**src/rtl/trig_pkg.sv**
```systemverilog
package trig_pkg;

  typedef enum logic {
    TRG_EDGE  = 1'b0,
    TRG_LEVEL = 1'b1
  } trg_mode_e;

  // Map the synchronised line onto "active" for the selected polarity.
  function automatic logic active_of(input logic line, input logic high_active);
    return high_active ? line : ~line;
  endfunction

  // Entry into the active level: active now, not active before.
  function automatic logic entered(input logic now_act, input logic prev_act);
    return now_act & ~prev_act;
  endfunction

  // Next state of the sticky flag: a set has priority over a clear.
  function automatic logic sticky_next(input logic cur, input logic set, input logic clr);
    return set ? 1'b1 : (clr ? 1'b0 : cur);
  endfunction

endpackage

```
**src/rtl/trig_sync.sv**
```systemverilog
module trig_sync #(
  parameter int STAGES = 2
) (
  input  logic clk,
  input  logic rst_n,
  input  logic d_async,
  output logic q_sync
);

  logic [STAGES-1:0] chain;

  generate
    for (genvar s = 0; s < STAGES; s++) begin : g_stage
      if (s == 0) begin : g_first
        always_ff @(posedge clk or negedge rst_n) begin
          if (!rst_n) chain[0] <= 1'b0;
          else        chain[0] <= d_async;
        end
      end else begin : g_next
        always_ff @(posedge clk or negedge rst_n) begin
          if (!rst_n) chain[s] <= 1'b0;
          else        chain[s] <= chain[s-1];
        end
      end
    end
  endgenerate

  assign q_sync = chain[STAGES-1];

endmodule

```
**src/rtl/trig_qualify.sv**
```systemverilog
module trig_qualify
  import trig_pkg::*;
(
  input  logic      clk,
  input  logic      rst_n,
  input  logic      line_sync,
  input  logic      en,
  input  trg_mode_e mode,
  input  logic      high_active,
  input  logic      busy,
  output logic      start_req,
  output logic      edge_evt,
  output logic      act_now
);

  logic act_prev;
  logic hit;
  logic start_nxt;

  assign act_now = active_of(line_sync, high_active);
  assign edge_evt = entered(act_now, act_prev);

  always_comb begin
    unique case (mode)
      TRG_LEVEL: hit = act_now;
      default:   hit = edge_evt;
    endcase
  end

  // Mask the cycle right after a pulse so the controller has time to raise busy.
  assign start_nxt = en & hit & ~busy & ~start_req;

  always_ff @(posedge clk or negedge rst_n) begin
    if (!rst_n) begin
      act_prev  <= 1'b1;  // treated as already active: no edge out of reset
      start_req <= 1'b0;
    end else begin
      act_prev  <= act_now;
      start_req <= start_nxt;
    end
  end

endmodule

```
**src/rtl/trig_overrun.sv**
```systemverilog
module trig_overrun
  import trig_pkg::*;
(
  input  logic clk,
  input  logic rst_n,
  input  logic set,
  input  logic clr,
  output logic flag
);

  always_ff @(posedge clk or negedge rst_n) begin
    if (!rst_n) flag <= 1'b0;
    else        flag <= sticky_next(flag, set, clr);
  end

endmodule

```
**src/rtl/trig_detect.sv**
```systemverilog
module trig_detect
  import trig_pkg::*;
#(
  parameter int NUM_IN      = 8,
  parameter int SYNC_STAGES = 2
) (
  input  logic              clk,
  input  logic              rst_n,
  input  logic [NUM_IN-1:0] ana_pins,
  input  logic              trig_en,
  input  logic              trig_level_mode,
  input  logic              trig_active_high,
  input  logic              seq_busy,
  input  logic              ovr_clear,
  output logic              start_req,
  output logic              ovr_flag
);

  localparam int TRIG_IDX = NUM_IN - 1;

  trg_mode_e mode;
  logic      line_sync;
  logic      edge_evt;
  logic      act_now;
  logic      ovr_set;

  assign mode = trg_mode_e'(trig_level_mode);

  trig_sync #(.STAGES(SYNC_STAGES)) i_sync (
    .clk     (clk),
    .rst_n   (rst_n),
    .d_async (ana_pins[TRIG_IDX]),
    .q_sync  (line_sync)
  );

  trig_qualify i_qual (
    .clk         (clk),
    .rst_n       (rst_n),
    .line_sync   (line_sync),
    .en          (trig_en),
    .mode        (mode),
    .high_active (trig_active_high),
    .busy        (seq_busy),
    .start_req   (start_req),
    .edge_evt    (edge_evt),
    .act_now     (act_now)
  );

  assign ovr_set = trig_en & (mode == TRG_EDGE) & edge_evt & seq_busy;

  trig_overrun i_ovr (
    .clk   (clk),
    .rst_n (rst_n),
    .set   (ovr_set),
    .clr   (ovr_clear),
    .flag  (ovr_flag)
  );

endmodule

```
**config.mk**
```make
export PLATFORM = sky130hd
export DESIGN_NAME = trig_detect
export DESIGN_NICKNAME = d
export VERILOG_FILES = /design/src/rtl/trig_pkg.sv /design/src/rtl/trig_sync.sv /design/src/rtl/trig_qualify.sv /design/src/rtl/trig_overrun.sv /design/src/rtl/trig_detect.sv
export SDC_FILE = /design/constraint.sdc
export NUM_CORES = 1
export LEC_CHECK = 0
export ABC_AREA = 0
export BUFFER_PORTS_ARGS = -buffer_cell sky130_fd_sc_hd__buf_2
export CAP_MARGIN = 5
export CORE_AREA = 2 2 39 41
export DETAILED_ROUTE_END_ITERATION = 10
export DIE_AREA = 0 0 41 43
export PLACE_DENSITY = 0.34
export RECOVER_POWER = 25
export SYNTH_ARGS = -nofsm -noshare
export SYNTH_HDL_FRONTEND = slang
export SYNTH_SLANG_ARGS = --single-unit
```
**constraint.sdc**
```tcl
create_clock -name clk -period 2.3 [get_ports clk]
set_clock_uncertainty 0.15 [all_clocks]
set_input_delay 0 -clock clk [delete_from_list [all_inputs] [get_ports clk]]
set_output_delay 0 -clock clk [all_outputs]
set_load 0.01 [all_outputs]
```
-- Word-level counts from Yosys, hierarchy flattened
Index checks and enable logic that the tools add are counted.
- register bits: 5
- input port bits: 15
- output and inout port bits: 2
- logic and storage cells: 22
- muxes and demuxes: 4
- bitwise gates (word level): 12
- reduce and logical (&&, ||, !) cells: 1
- operators by type and width (kind ; number):
    $and A1 B1 Y1 ; 7
    $not A1 Y1 ; 5
    $mux W1 ; 4
    $reduce_bool A2 Y1 ; 1

-- Depth between registers and ports, before layout
- word-level depth: 7
- gate-level depth with buffers: 2
- mapped depth without buffers: 2

-- Cells and area by module
A second synthesis with hierarchy kept.
- cell total of the unflattened synthesis: 14
- area, all modules: 188.9 um^2
- by module, submodules not included (module ; instances ; cells an instance ; area an instance (um^2) ; seq. area each (um^2)):
    trig_qualify ; 1 ; 8 ; 92.6 ; 51.3
    trig_sync ; 1 ; 2 ; 50.0 ; 50.0
    trig_overrun ; 1 ; 3 ; 36.3 ; 25.0
    trig_detect ; 1 ; 1 ; 10.0 ; 0.0

-- Worst setup path after synthesis
No wires, ideal clock.
- kind: reg-to-reg
- start point: register i_qual.act_prev
- end point: register i_ovr.flag
- setup time: 120 ps
- data arrival time: 747 ps
- required time: 2030 ps
- setup slack: 1283 ps
- cell stages (with the launch flop): 3
- buffers on the path: 0
- clock period less this slack: 1017 ps
- path through: dfstp_2 > nor2_1 > a41o_1
- word-level cells in the longest chain between the ends: 5
- elaborated cells on any way between the ends: 6
- those cells by class: 1 x mux; 4 x bitwise; 1 x reduce/logical
- RTL lines (what ; RTL line ; source):
    start, declared ; trig_qualify.sv:16 ; logic act_prev;
    start signal, assigned ; trig_qualify.sv:38 ; act_prev <= act_now;
    $not A1 Y1 * ; trig_pkg.sv:15 ; return now_act & ~prev_act;
    $and A1 B1 Y1 * ; trig_pkg.sv:15 ;
    $and A1 B1 Y1 * (2 in a row) ; trig_detect.sv:49 ; assign ovr_set = trig_en & (mode == TRG_EDGE) & edge_evt & seq_busy;
    $mux W1 / $reduce_bool A2 Y1 (equally long branches) ; -- ;
    end signal, assigned ; trig_overrun.sv:13 ; else flag <= sticky_next(flag, set, clr);
    end, declared ; trig_overrun.sv:8 ; output logic flag
Every way passes the cells marked *; elsewhere a longest branch is shown, timed or not.
A chain may end at the register's enable or synchronous reset.

-- Worst setup path after layout
- start point: input port trig_active_high
- end point: register i_ovr.flag
- word-level cells in the longest chain between the ends: 5
- elaborated cells on any way between the ends: 6
- those cells by class: 2 x mux; 3 x bitwise; 1 x reduce/logical
- RTL lines (what ; RTL line ; source):
    start, declared ; trig_detect.sv:12 ; input logic trig_active_high,
    $mux W1 * ; trig_pkg.sv:10 ; return high_active ? line : ~line;
    via act_now ; trig_detect.sv:24 ; logic act_now;
    $and A1 B1 Y1 * ; trig_pkg.sv:15 ;
    $and A1 B1 Y1 * (2 in a row) ; trig_detect.sv:49 ;
    $mux W1 / $reduce_bool A2 Y1 (equally long branches) ; -- ;
The timed path passes the listed nets; every way through them passes the cells marked *.

==> impl_metrics.env <==
export IMPL_final_setup_viol_count=0
export IMPL_leakagePower_nw=0.183
export IMPL_rsz0062_at_grt="no"
export IMPL_area_delta_synth_final_pct=93.8
export IMPL_cap_viol_max_count=0
export IMPL_die_y_um=43
export IMPL_post_cts_buffers=0
export IMPL_clockBufferDepth=2
export IMPL_critPathArrivalTime_ns=1.58
export IMPL_dieArea_mm2=0.00176
export IMPL_worstMarginPinSlew_ns=0.199
export IMPL_critPathMaxFanout=3
export IMPL_grt_usage_pct=5.96
export IMPL_std_cell_rows=14
export IMPL_fin_crit_ns=1.61
export IMPL_syn_nets=27
export IMPL_dr_pass1_iters=2
export IMPL_ys_seq_elements=5
export IMPL_slew_headroom_pct=86.7
export IMPL_power_density_mw_per_mm2=652
export IMPL_reg2reg_slack_ns=0.71
export IMPL_fmax_mhz=622
export IMPL_start_util_pct=13.1
export IMPL_yosysMostFrequentCell="dfrtp_1"
export IMPL_postSynth_asyncResetShare_pct=100
export IMPL_drive_gt1_share_pct=39.4
export IMPL_grt_max_degree=5
export IMPL_layout_nets=49
export IMPL_route_detailed_drc=0
export IMPL_vias_per_cell=3.41
export IMPL_avgSynthCellArea_um2=15.1
export IMPL_ys_warn_count=0
export IMPL_cp_end_kind="flop"
export IMPL_syn_area_um2=181
export IMPL_io_buffers=9
export IMPL_dpl_worst_slack_ns=1.26
export IMPL_finalMaxSlewViolations=0
export IMPL_synth_edff_count=0
export IMPL_period_share_pct=69.9
export IMPL_peakVddDrop_uv=323
export IMPL_grt_overflow_total=0
export IMPL_fin_util_pct=25.4
export IMPL_gp_congestion=0.518
export IMPL_synth_top_area_cell="dfrtp_1"
export IMPL_worstHoldPathType="in2async"
export IMPL_clkTransAtPathRegs_ns=0.05
export IMPL_n_antenna_cell=0
export IMPL_antenna_found_initial=0
export IMPL_synth_common_cells="dfrtp_1 (4), nor2_1 (2)"
export IMPL_post_cts_resized=0
export IMPL_dpl_cell_area_um2=246
export IMPL_first_iter_violations=1
export IMPL_setup_tns_ns=0
export IMPL_yosysTopAreaCellShare_pct=55.2
export IMPL_io_pins=17
export IMPL_critPathLaunchType="input pin"
export IMPL_required_ns=2.27
export IMPL_run_status="finished clean"
export IMPL_vias=167
export IMPL_design_core_area_mm2=0.00138
export IMPL_ant_nets=0
export IMPL_root_buffer="clkbuf_4"
export IMPL_synthCells=12
export IMPL_cts_tree="yes"
export IMPL_fin_ws_ns=0.693
export IMPL_die_w_um=41
export IMPL_clock_sinks=5
export IMPL_layout_cell_area_non_filler_um2=352
export IMPL_grt_pass1_vias=159
export IMPL_h_tree_depth=1
export IMPL_hold_viol=0
export IMPL_cts_buffers=3
export IMPL_path_class="in2reg"
export IMPL_synth_flop_cell="dfrtp_1"
export IMPL_clock_latency_ns=0.24
export IMPL_grt_pass1_wl_um=593
export IMPL_holdWs_ns=0.116
export IMPL_synthTopCellsByArea="dfrtp_1 (55%), dfstp_2 (14%), xnor2_2 (9.0%)"
export IMPL_yosysSeqAreaShare_pct=69.7
export IMPL_hold_buffers=8
export IMPL_synth_distinct_cells=8
export IMPL_wl_per_cell_um=8.43
export IMPL_wl_um=413
-- through the flow --
| step | instances | power [mW] |
|---|---|---|
| after floorplan | 12 | 0.106 |
| after global placement | 37 | 0.117 |
| after detailed placement | 37 | 0.117 |
| after CTS | 49 | 0.235 |
| after global routing | 49 | 0.249 |
| final | 49 | 0.229 |
-- sequential cells by signal (all words and copies together), names as in the netlist --
signal / cells
i_qual.start_req: 1
i_sync.q_sync: 1
i_sync.chain: 1
i_ovr.flag: 1
i_qual.act_prev: 1
-- final timing paths --
check                                       from         endpoint  cells after the start
worst max-delay path            trig_active_high       i_ovr.flag                      5
worst min-delay path                       rst_n  i_qual.act_prev                      2
worst max register to register   i_qual.act_prev       i_ovr.flag                      3
worst min register to register   i_sync.chain[0]    i_sync.q_sync                      0
max in group asynchronous                  rst_n  i_sync.chain[0]                      3
min in group clk                 i_sync.chain[0]    i_sync.q_sync                      0
-- power by group --
group          leakage, nW  internal, mW  switching [mW]  total, mW
registers           0.0612        0.0948         0.00241     0.0972
clock network       0.0150        0.0657          0.0378      0.103
logic                0.107        0.0184          0.0103     0.0287
total                0.183         0.179          0.0505      0.229
-- critical path, cell delays in order --
cell           delay [ns]
dlygate4sd3_1        0.52
buf_2                0.13
xnor2_2              0.15
a41o_1               0.23
dlygate4sd3_1        0.55
-- layer usage --
layer	global-route usage, %	wire length, um	vias to the layer above
met3	6.28	55	0
met2	6.56	156	10
met5	0	0	-
met1	6.56	201	74
li1	-	-	83
met4	4.00	0	0
-- cell families after synthesis --
family | count (synthesis) | share of synthesized area, %
and+or+nand+nor | 3 | 7.59
buffers and inverters | 1 | 2.07
DFF | 5 | 69.7
AOI/OAI and AO/OA | 2 | 11.7
xor gates and xnor gates | 1 | 8.97
-- placed cells by master, fill, tap and decap left out --
cell type | Yosys | final
a41o_1 | 1 | 1
buf_2 | 0 | 8
clkbuf_1 | 0 | 2
clkbuf_4 | 0 | 3
dfrtp_1 | 4 | 4
dfstp_2 | 1 | 1
dlygate4sd3_1 | 0 | 8
inv_1 | 1 | 1
nor2_1 | 2 | 2
nor2b_1 | 1 | 1
o2111a_1 | 1 | 1
xnor2_2 | 1 | 1
-- area by class of cell --
cell class | instances | area (um2)
Tap cell | 16 | 20.0
Multi-Input combinational cell | 6 | 51.3
Sequential cell | 5 | 126
Clock buffer | 4 | 26.3
Timing Repair Buffer | 17 | 124
Inverter | 1 | 3.75
Fill cell | 149 | 1030
Power figures use the tool's default switching activity.
